<file path="src/rtl/memattr_pkg.sv">
package memattr_pkg;

  typedef enum logic {
    MT_DEV  = 1'b0,
    MT_NORM = 1'b1
  } mtype_e;

  typedef enum logic [1:0] {
    CA_NC  = 2'd0,
    CA_WT  = 2'd1,
    CA_WB  = 2'd2,
    CA_RSV = 2'd3
  } cache_e;

  localparam int unsigned CACHE_W = 2;

  // The reserved code is read as the most restrictive class.
  function automatic cache_e cache_norm(input logic [CACHE_W-1:0] c);
    cache_e r;
    if (c == CA_RSV) r = CA_NC;
    else             r = cache_e'(c);
    return r;
  endfunction

  // Smaller code means more restrictive.
  function automatic cache_e cache_min(input cache_e a, input cache_e b);
    cache_e r;
    if (a < b) r = a;
    else       r = b;
    return r;
  endfunction

endpackage

</file>
<file path="src/rtl/memattr_s1_adjust.sv">
module memattr_s1_adjust
  import memattr_pkg::*;
(
  input  mtype_e               raw_type,
  input  logic [CACHE_W-1:0]   raw_cache,
  input  logic                 force_nc,
  input  logic                 force_dflt,
  output mtype_e               adj_type,
  output cache_e               adj_cache
);

  always_comb begin
    adj_type  = raw_type;
    adj_cache = cache_norm(raw_cache);
    if (force_nc) begin
      adj_cache = CA_NC;
    end else if (force_dflt) begin
      adj_type  = MT_NORM;
      adj_cache = CA_WB;
    end
  end

endmodule

</file>
<file path="src/rtl/memattr_merge.sv">
module memattr_merge
  import memattr_pkg::*;
#(
  parameter int unsigned PERM_W = 2
) (
  input  mtype_e              a_type,
  input  cache_e              a_cache,
  input  logic [PERM_W-1:0]   a_perm,
  input  mtype_e              b_type,
  input  logic [CACHE_W-1:0]  b_cache,
  input  logic [PERM_W-1:0]   b_perm,
  output mtype_e              m_type,
  output cache_e              m_cache,
  output logic [PERM_W-1:0]   m_perm
);

  cache_e b_cache_n;

  always_comb begin
    b_cache_n = cache_norm(b_cache);
    if (a_type == MT_DEV || b_type == MT_DEV) m_type = MT_DEV;
    else                                      m_type = MT_NORM;
    m_cache = cache_min(a_cache, b_cache_n);
  end

  for (genvar gi = 0; gi < PERM_W; gi++) begin : g_perm
    assign m_perm[gi] = a_perm[gi] & b_perm[gi];
  end

endmodule

</file>
<file path="src/rtl/memattr_select.sv">
module memattr_select
  import memattr_pkg::*;
(
  input  logic                s2_wins,
  input  mtype_e              m_type,
  input  cache_e              m_cache,
  input  mtype_e              s2_type,
  input  logic [CACHE_W-1:0]  s2_cache,
  output mtype_e              f_type,
  output cache_e              f_cache
);

  always_comb begin
    if (s2_wins) begin
      f_type  = s2_type;
      f_cache = cache_norm(s2_cache);
    end else begin
      f_type  = m_type;
      f_cache = m_cache;
    end
    if (f_type == MT_DEV) f_cache = CA_NC;
  end

endmodule

</file>
<file path="src/rtl/memattr_combine.sv">
module memattr_combine
  import memattr_pkg::*;
#(
  parameter int unsigned PERM_W = 2
) (
  input  logic               clk,
  input  logic               rst_n,
  input  logic               s1_type,
  input  logic [1:0]         s1_cache,
  input  logic [PERM_W-1:0]  s1_perm,
  input  logic               s2_type,
  input  logic [1:0]         s2_cache,
  input  logic [PERM_W-1:0]  s2_perm,
  input  logic               ctl_force_nc,
  input  logic               ctl_force_dflt,
  input  logic               ctl_s2_wins,
  output logic               eff_type,
  output logic [1:0]         eff_cache,
  output logic [PERM_W-1:0]  eff_perm
);

  mtype_e             s1a_type, mg_type, sel_type;
  cache_e             s1a_cache, mg_cache, sel_cache;
  logic [PERM_W-1:0]  mg_perm;

  mtype_e             type_q, type_d;
  cache_e             cache_q, cache_d;
  logic [PERM_W-1:0]  perm_q, perm_d;

  memattr_s1_adjust u_adj (
    .raw_type   (mtype_e'(s1_type)),
    .raw_cache  (s1_cache),
    .force_nc   (ctl_force_nc),
    .force_dflt (ctl_force_dflt),
    .adj_type   (s1a_type),
    .adj_cache  (s1a_cache)
  );

  memattr_merge #(.PERM_W(PERM_W)) u_mrg (
    .a_type  (s1a_type),
    .a_cache (s1a_cache),
    .a_perm  (s1_perm),
    .b_type  (mtype_e'(s2_type)),
    .b_cache (s2_cache),
    .b_perm  (s2_perm),
    .m_type  (mg_type),
    .m_cache (mg_cache),
    .m_perm  (mg_perm)
  );

  memattr_select u_sel (
    .s2_wins  (ctl_s2_wins),
    .m_type   (mg_type),
    .m_cache  (mg_cache),
    .s2_type  (mtype_e'(s2_type)),
    .s2_cache (s2_cache),
    .f_type   (sel_type),
    .f_cache  (sel_cache)
  );

  // Next-state process
  always_comb begin
    type_d  = sel_type;
    cache_d = sel_cache;
    perm_d  = mg_perm;
  end

  // Register process
  always_ff @(posedge clk or negedge rst_n) begin
    if (!rst_n) begin
      type_q  <= MT_DEV;
      cache_q <= CA_NC;
      perm_q  <= '0;
    end else begin
      type_q  <= type_d;
      cache_q <= cache_d;
      perm_q  <= perm_d;
    end
  end

  assign eff_type  = type_q;
  assign eff_cache = cache_q;
  assign eff_perm  = perm_q;

endmodule

</file>
<file path="config.mk">
export PLATFORM = sky130hd
export DESIGN_NAME = memattr_combine
export DESIGN_NICKNAME = d
export VERILOG_FILES = /design/src/rtl/memattr_pkg.sv /design/src/rtl/memattr_s1_adjust.sv /design/src/rtl/memattr_merge.sv /design/src/rtl/memattr_select.sv /design/src/rtl/memattr_combine.sv
export SDC_FILE = /design/constraint.sdc
export NUM_CORES = 1
export LEC_CHECK = 0
export ABC_AREA = 0
export BUFFER_PORTS_ARGS = -buffer_cell sky130_fd_sc_hd__buf_2
export CORE_AREA = 2 2 39 41
export CTS_CLUSTER_DIAMETER = 150
export DETAILED_ROUTE_END_ITERATION = 6
export DIE_AREA = 0 0 41 43
export PLACE_DENSITY_LB_ADDON = 0.25
export SLEW_MARGIN = 20
export SYNTH_ARGS = -nofsm -noshare
export SYNTH_HDL_FRONTEND = slang
export SYNTH_SLANG_ARGS = --single-unit
</file>
<file path="constraint.sdc">
create_clock -name clk -period 1.3 [get_ports clk]
set_clock_uncertainty 0.05 [all_clocks]
set_input_delay 0.26 -clock clk [delete_from_list [all_inputs] [get_ports clk]]
set_output_delay 0.26 -clock clk [all_outputs]
set_load 0.05 [all_outputs]
</file>
# Word level (Yosys, flattened, before mapping)
# Cells that the tools add are included.
[word_totals] latchBits=0 elab_cells=22 inputBits=15 ram_bits=0 mem_count=0 romBits=0 regBits=5
[classes] eq_ne=2 addsub=0 mux=11 n_mul=0 div_mod_pow=0 n_reduce_logical=1 bitwise_logic=4 n_shift=0 n_lt_le_gt_ge=1
[ops] cell="2-to-1 mux 2 bit" n=7
[ops] cell="equality test 2 bit, second input constant" n=2
[ops] cell="2-to-1 mux 1 bit" n=4
[ops] cell="AND 1 bit" n=2
[ops] cell="< comparator 2 bit" n=1
[ops] cell="inverter 1 bit" n=2
[ops] cell="logical OR 1 bit" n=1

# Depth between registers and ports, before layout
# Gate-level depths: netlist (run 1).
[logic_depth] depth_word=8 mapped_depth=7 mapped_depth_nobuf=7

# By module
# Synthesis (run 1) repeated with hierarchy kept, for this count alone.
[unflattened] hier_cells=29 area_unflattened_um2=282.8
[by_module_without_submodules] mod="memattr_combine" seq_area_each_um2=125.1 area_per_inst_um2=125.1 instances=1 cells_each=5
[by_module_without_submodules] mod="memattr_merge" seq_area_each_um2=0.0 area_per_inst_um2=72.6 instances=1 cells_each=10
[by_module_without_submodules] mod="memattr_select" seq_area_each_um2=0.0 area_per_inst_um2=47.5 instances=1 cells_each=9
[by_module_without_submodules] mod="memattr_s1_adjust" seq_area_each_um2=0.0 area_per_inst_um2=37.5 instances=1 cells_each=5

# Worst setup path after synthesis (run 1)
# No wires, ideal clock.
[synth_path] path_type="input-to-reg" startpoint="input s1_cache[0]" endpoint="register cache_q[0], in the netlist eff_cache[0]" stages=7 n_path_buf=0 setup_ns=0.080 arrival_ns=1.090 path_slack_ns=0.080 required_ns=1.170 path_cell_list="inv_1 a21oi_1 nor2_1 ha_1 nor3_1 a21oi_1 nor3_2"
[synth_via] elab_chain_len=8
[synth_lines] item="from (decl)" line="memattr_combine.sv:9" rtl="input logic [1:0] s1_cache,"
[synth_lines] item="equality test 2 bit" line="memattr_pkg.sv:20" rtl="if (c == CA_RSV) r = CA_NC;"
[synth_lines] item="2-to-1 mux 2 bit *" line="memattr_pkg.sv:20"
[synth_lines] item="2-to-1 mux 2 bit *" line="memattr_s1_adjust.sv:17" rtl="end else if (force_dflt) begin"
[synth_lines] item="2-to-1 mux 2 bit *" line="memattr_s1_adjust.sv:15" rtl="if (force_nc) begin"
[synth_lines] item="< comparator 2 bit" line="memattr_pkg.sv:28" rtl="if (a < b) r = a;"
[synth_lines] item="2-to-1 mux 2 bit *" line="memattr_pkg.sv:28"
[synth_lines] item="2-to-1 mux 2 bit *" line="memattr_select.sv:14" rtl="if (s2_wins) begin"
[synth_lines] item="2-to-1 mux 2 bit *" line="memattr_select.sv:21" rtl="if (f_type == MT_DEV) f_cache = CA_NC;"
[synth_lines] item="via cache_d[0]" line="memattr_combine.sv:27" rtl="cache_e cache_q, cache_d;"
[synth_lines] item="to (signal assigned)" line="memattr_combine.sv:76" rtl="cache_q <= cache_d;"
[synth_lines] item="to (decl)" line="memattr_combine.sv:27"
# The timed path passes the listed nets; every way through them passes the cells marked *.

# Final worst setup path (run 1)
# Same ends and word-level chain as after synthesis.

==> summary.md, run 1 <==
| Metric | Value |
|---|---|
| CTS tree | `done` |
| Area share of fa/ha/maj cells after synthesis | `0.09662` |
| Sequential fraction of the synthesis area | `0.4831` |
| Slowest CP cell | `ha_1` |
| Largest net degree at the start of global routing | `6` |
| Tightest Pin Transition | `roughly 0.32 ns` |
| Synth top area share | `0.4831` |
| Post-route DRC | `0` |
| Fin crit share | `0.8745` |
| Nets | `a little over 70` |
| Peak supply drop | `0.2296 mV` |
| Worst EP arrival | `1.24 ns` |
| Cell Rows | `14` |
| Synthesis-stage register bit count | `5` |
| Yosys warns | `0` |
| Max-cap violations | `0` |
| Fin util | `0.3183` |
| Power per Cell Area | `around 1000 nW/um^2` |
| Hold-critical path depth | `2` |
| Setup WS pre-CTS | `-0.08754 ns` |
| P_leak | `approximately 0.00025 uW` |
| Layout cell share with drive strength beyond 1 | `0.5283` |
| First-iteration detailed-routing DRC count | `0` |
| Met1 Use GR | `0.07419` |
| CP Capture Type | `flop` |
| Tot GR Track Use | `0.07739` |
| Initial Util | `0.1872` |
| PortBufs | `19` |
| Req. time, crit path | `1.41 ns` |
| Die Wd | `between 40 and 50 um` |
| Footprint of the multi-input gates | `about 120 sq um` |
| Final Max Tran Viols | `0` |
| Combinational share of power | `0.239` |
| Setup bufs post-CTS | `0` |
| CTS root buf | `clkbuf_4` |
| Area Overhead vs Synth | `70.05%` |
| Unrepaired setup endpoints after global routing | `no` |
| Global route hottest layer | `met2` |
| Compound-Gate Fraction of Synth Area | `0.08696` |
| Sequential Area | `125.1 sq um` |
| Main combinational cell family by area after synthesis | `simple AND/OR/NAND/NOR gates` |
| Synthesized area per cell | `around 10 sq um` |
| Max_slew headroom | `0.7846` |
| Final setup vio count | `0` |
| P_sw | `between 100 and 150 uW` |
| Routed via count | `about 270` |
| Fin. Hold Viols | `0` |
| H-Tree Depth | `1` |
| Mapped Nets | `42` |
| Vias in the first global route | `between 200 and 300` |
| Worst Hold Class | `input pin to flop` |
| GR Overflow Total | `0` |
| Post-synth top cells | `dfrtp_1 (5), inv_1 (4)` |
| DR WL/cell | `between 8 and 9 um` |
| Met2 Use GR | `0.1219` |
| CTS Buffer Depth | `2` |
| Most Frequent Cell on Critical Path | `a21oi_1` |
| Top Ports | `20` |
| Clock Sinks | `5` |
| Post-synth EDFFs | `0` |
| Worst hold endpoint | `eff_perm[1]$_DFF_PN0_` |
| Synth area leaders | `dfrtp_1 (48%), ha_1 (9.7%), inv_1 (5.8%)` |
| Delay-heaviest family, CP | `simple AND/OR/NAND/NOR gates` |
| Clock power frac | `0.386` |
| Fmax achieved | `approximately 0.9 GHz` |
| Vias per cell | `about 3.9` |
| Max Fanout on Critical Path | `2` |
| Post-synthesis xor/xnor area fraction | `0` |
| Die area | `around 1800 sq um` |
| Met3 usage | `0.01571` |
| Hold slack final | `approximately 0.19 ns` |
| Seq pwr share | `0.376` |
| Element type at the critical path start | `input pin` |
| Switch share | `0.2664` |
| Synth Instances | `25` |
| Synth cell types | `13` |
| Int Power | `about 320 uW` |
| Cell with the most instances after synthesis | `dfrtp_1` |
| Antenna Cells | `0` |
| Routed wire length | `between 500 and 600 um` |
| Fillers | `148` |
| Core Region | `1384 sq um` |
| Synth Area in Simple Gates | `0.2367` |
| Top FF cell, synth | `dfrtp_1` |
| Cell taking the most area after synthesis | `dfrtp_1` |
| Clk slew on worst S/H paths | `~0.04 ns` |
| Tmin final | `around 1.1 ns` |
| Critical path depth | `8` |
| Post-synthesis mux area share | `0.03865` |
| Mapped cell area | `approximately 260 sq um` |
| Status | `completed` |
| Buf+Inv Stages, Crit Path | `2` |
| Placer Congestion | `between 0.6 and 0.7` |
| Initial antenna violation count | `0` |
| Die Y | `43 um` |
| Crit-path cells | `buf_2, inv_1, a21oi_1, nor2_1, ha_1, nor3_1, a21oi_1, nor3_2` |
| Routed Antenna Nets | `0` |
| DP HPWL | `about 520 um` |
| Synth async-reset ratio | `1.000` |
| Num CTS Buffers | `3` |
| Launch point of the worst hold path | `s2_perm[1]` |
| First-pass GRT wire length | `890 um` |
| Drt first pass iters | `1` |
| Critical path class | `input pin to flop` |
| Highest cell delay on the worst timing path | `approximately 0.29 ns` |
| Setup ws final | `between 0.15 and 0.2 ns` |
==> worst max path at each step <==
| stage | start | end | slack [ns] |
|---|---|---|---|
| after floorplan | s1_cache[0] | eff_cache[0]$_DFF_PN0_ | 0.08 |
| after global placement | s1_cache[0] | eff_cache[0]$_DFF_PN0_ | -0.07 |
| after detailed placement | s1_cache[0] | eff_cache[0]$_DFF_PN0_ | -0.09 |
| after CTS | s1_cache[0] | eff_cache[0]$_DFF_PN0_ | 0.15 |
| after global routing | s1_cache[0] | eff_cache[0]$_DFF_PN0_ | 0.08 |
| final | s1_cache[0] | eff_cache[0]$_DFF_PN0_ | 0.16 |
==> placed cells by master (no fill, tap or decap) <==
cell type	count
buf_2	19
dfrtp_1	5
inv_1	4
buf_4	4
clkbuf_4	3
nor3_1	2
a21oi_1	2
and2_1	2
nor2_1	2
ha_1	2
nand2b_1	1
nor2b_1	1
o31ai_2	1
nor4b_1	1
nor3_2	1
mux2i_1	1
clkbuf_1	1
dlygate4sd3_1	1
==> cell families (layout without fill, tap and decap cells) <==
kind of cell / count (synthesis) / after routing
buffers and inverters: 4 / 32
multiplexers: 1 / 1
AND/OR/NAND/NOR: 10 / 10
AO/OA/AOI/OAI: 3 / 3
flip-flops: 5 / 5
adder cells (fa/ha/maj): 2 / 2
==> power groups by stage <==
stage / combinational (uW) / sequential, uW / clock [uW]
final: 105 / 166 / 170
after floorplan: 25.6 / 197 / 0
after global placement: 104 / 168 / 0
after detailed placement: 104 / 168 / 0
after global routing: 117 / 166 / 193
after CTS: 107 / 166 / 182
==> layer usage <==
layer / wire length [um] / up-vias / part of all wire
li1: - / 138 / -
met1: 228 / 109 / 0.40
met2: 273 / 20 / 0.48
met3: 71 / 0 / 0.12
met4: 0 / 0 / 0
met5: 0 / - / 0
==> registers in the layout, indices dropped and copies added (netlist names) <==
register / count
eff_cache: 2
eff_perm: 2
eff_type: 1
==> layout make-up <==
type,count,share of cell area
Inverter,4,0.03409
Tap cell,16,0.04545
Timing Repair Buffer,24,0.3068
Sequential cell,5,0.2841
Multi-Input combinational cell,16,0.2699
Clock buffer,4,0.05966
==> stage by stage <==
| step | cells | instance area (sq um) | TNS, ns | total power, uW |
|---|---|---|---|---|
| after floorplan | 25 | 259.0 | 0 | 223.0 |
| after global placement | 64 | 404.1 | -0.07235 | 271.9 |
| after detailed placement | 64 | 404.1 | -0.08754 | 272.2 |
| after CTS | 69 | 440.4 | 0 | 454.6 |
| after global routing | 69 | 440.4 | 0 | 475.5 |
| final | 69 | 440.4 | 0 | 441.4 |
==> repair_timing <==
action,4_1_cts,5_1_grt
endpoints found under the hold margin,5,0
hold buffers,1,0
resized for setup,0,0
Note: power is estimated with default switching activity, not from simulation.
==> run 2, diff against run 1 <==
--- a/config.mk
+++ b/config.mk
@@ -11,6 +11,7 @@
 export CTS_CLUSTER_DIAMETER = 150
 export DETAILED_ROUTE_END_ITERATION = 6
 export DIE_AREA = 0 0 41 43
+export GPL_TIMING_DRIVEN = 0
 export PLACE_DENSITY_LB_ADDON = 0.25
 export SLEW_MARGIN = 20
 export SYNTH_ARGS = -nofsm -noshare
==> summary.md, run 2 (same netlist as run 1, synthesis figures left out) <==
| Metric | Value |
|---|---|
| Vias in the first global route | `~250` |
| Clk slew on worst S/H paths | `around 0.040 ns` |
| Routed wire length | `around 560 um` |
| Vias per cell | `3.908` |
| Crit-path cells | `buf_2, inv_1, a21oi_1, nor2_1, ha_1, nor3_1, a21oi_1, nor3_2` |
| P_leak | `0.0002340 uW` |
| Worst hold endpoint | `eff_perm[0]$_DFF_PN0_` |
| Antenna Cells | `0` |
| Unrepaired setup endpoints after global routing | `no` |
| Element type at the critical path start | `input pin` |
| Drt first pass iters | `3` |
| Routed via count | `254` |
| Critical path class | `input pin to flop` |
| Die Y | `around 43 um` |
| Max Fanout on Critical Path | `2` |
| PortBufs | `19` |
| CP Capture Type | `flop` |
| DR WL/cell | `8.569 um` |
| Tot GR Track Use | `0.07956` |
| Status | `completed` |
| Max-cap violations | `0` |
| Core Region | `around 1400 sq um` |
| Placed Cells | `60` |
| Clock Sinks | `5` |
| Setup WS pre-CTS | `-0.1138 ns` |
| Slowest CP cell | `ha_1` |
| Buf+Inv Stages, Crit Path | `2` |
| Delay-heaviest family, CP | `simple AND/OR/NAND/NOR gates` |
| Most frequent cells in the layout | `buf_2 (19), dfrtp_1 (5), inv_1 (4), clkbuf_4 (3)` |
| Num CTS Buffers | `3` |
| Sequential Area | `125.1 sq um` |
| Final Max Tran Viols | `0` |
| Die Wd | `41 um` |
| CTS Buffer Depth | `2` |
| Post-route DRC | `0` |
| Setup ws final | `between 0.15 and 0.2 ns` |
| Final setup vio count | `0` |
| Fmax achieved | `~0.87 GHz` |
| Req. time, crit path | `1.40 ns` |
| Worst EP arrival | `1.25 ns` |
| Fin crit share | `0.8819` |
| Cell Rows | `14` |
| Highest cell delay on the worst timing path | `just under 0.3 ns` |
| Routed Antenna Nets | `0` |
| Nets | `67` |
| Max_slew headroom | `0.7841` |
| First-iteration detailed-routing DRC count | `2` |
| Hold-critical path depth | `2` |
| GR Overflow Total | `0` |
| Top Ports | `20` |
| Fillers | `around 150` |
| Initial antenna violation count | `0` |
| Most Frequent Cell on Critical Path | `a21oi_1` |
| Tot Pwr | `between 400 and 500 uW` |
| Layout cell share with drive strength beyond 1 | `0.4898` |
| Die area | `about 1800 sq um` |
| Largest net degree at the start of global routing | `6` |
| Footprint of the multi-input gates | `approximately 120 sq um` |
| Launch point of the worst hold path | `s2_perm[0]` |
| H-Tree Depth | `1` |
| First-pass GRT wire length | `about 900 um` |
| Tmin final | `approximately 1.1 ns` |
| Hold slack final | `between 0.15 and 0.2 ns` |
| Tightest Pin Transition | `roughly 0.32 ns` |
| Finished Layout Cells | `65` |
| Dpl cell area | `374.1 sq um` |
| CTS root buf | `clkbuf_4` |
| Area Overhead vs Synth | `58.45%` |
| Fin. Hold Viols | `0` |
| Placer Congestion | `0.6005` |
| CTS tree | `done` |
| Initial Util | `0.1872` |
| Worst Hold Class | `input pin to flop` |
| DP HPWL | `just under 500 um` |
| Most common cell after layout, fill and taps aside | `buf_2` |
| Power per Cell Area | `between 1000 and 1500 nW/um^2` |
| Final instance area | `roughly 410 sq um` |
| Peak supply drop | `between 0.2 and 0.25 mV` |
run 2: cell types whose count changed in the layout (fill, tap and decap cells not counted):
cell   delta
buf_4     -4
run 2: repair_timing:
item / 4_1_cts / 5_1_grt
hold buffers: 1 / 0
buffers inserted: 0 / 0
gates resized for setup: 0 / 0
hold endpoints to repair: 5 / 0
run 2: area by class of cell:
cell class	instances	share of cell area
inverter	4	0.03659
sequential	5	0.3049
tap	16	0.04878
multi-input combinational	16	0.2896
timing repair buffer	20	0.2561
clock buffer	4	0.06402
run 2: how the worst max path moves through the flow:
stage / start / endpoint / slack (ns) / depth (start not counted)
2_1_floorplan: s1_cache[0] / eff_cache[0]$_DFF_PN0_ / 0.08 / 7
3_3_place_gp: s1_cache[0] / eff_cache[0]$_DFF_PN0_ / -0.09 / 8
3_5_place_dp: s1_cache[0] / eff_cache[0]$_DFF_PN0_ / -0.11 / 8
4_1_cts: s1_cache[0] / eff_cache[0]$_DFF_PN0_ / 0.13 / 8
5_1_grt: s1_cache[0] / eff_cache[0]$_DFF_PN0_ / 0.02 / 8
6_report: s1_cache[0] / eff_cache[0]$_DFF_PN0_ / 0.15 / 8
run 2: report_power, final:
group	internal, uW	switching (uW)
Combinational	36.4	59.5
Clock	115	54.3
Sequential	164	1.58
Total	316	115
run 2: metrics by stage:
step	util	TNS (ns)
3_5_place_dp	0.2703	-0.1138
5_1_grt	0.2966	0
3_3_place_gp	0.2703	-0.08609
6_report	0.2966	0
2_1_floorplan	-	0
4_1_cts	0.2966	0
run 2: routing by layer:
metal,part of all wire,track usage
met1,0.42,0.09091
met2,0.39,0.1031
met3,0.16,0.01571
met4,0.022,0.1000
met5,0,0
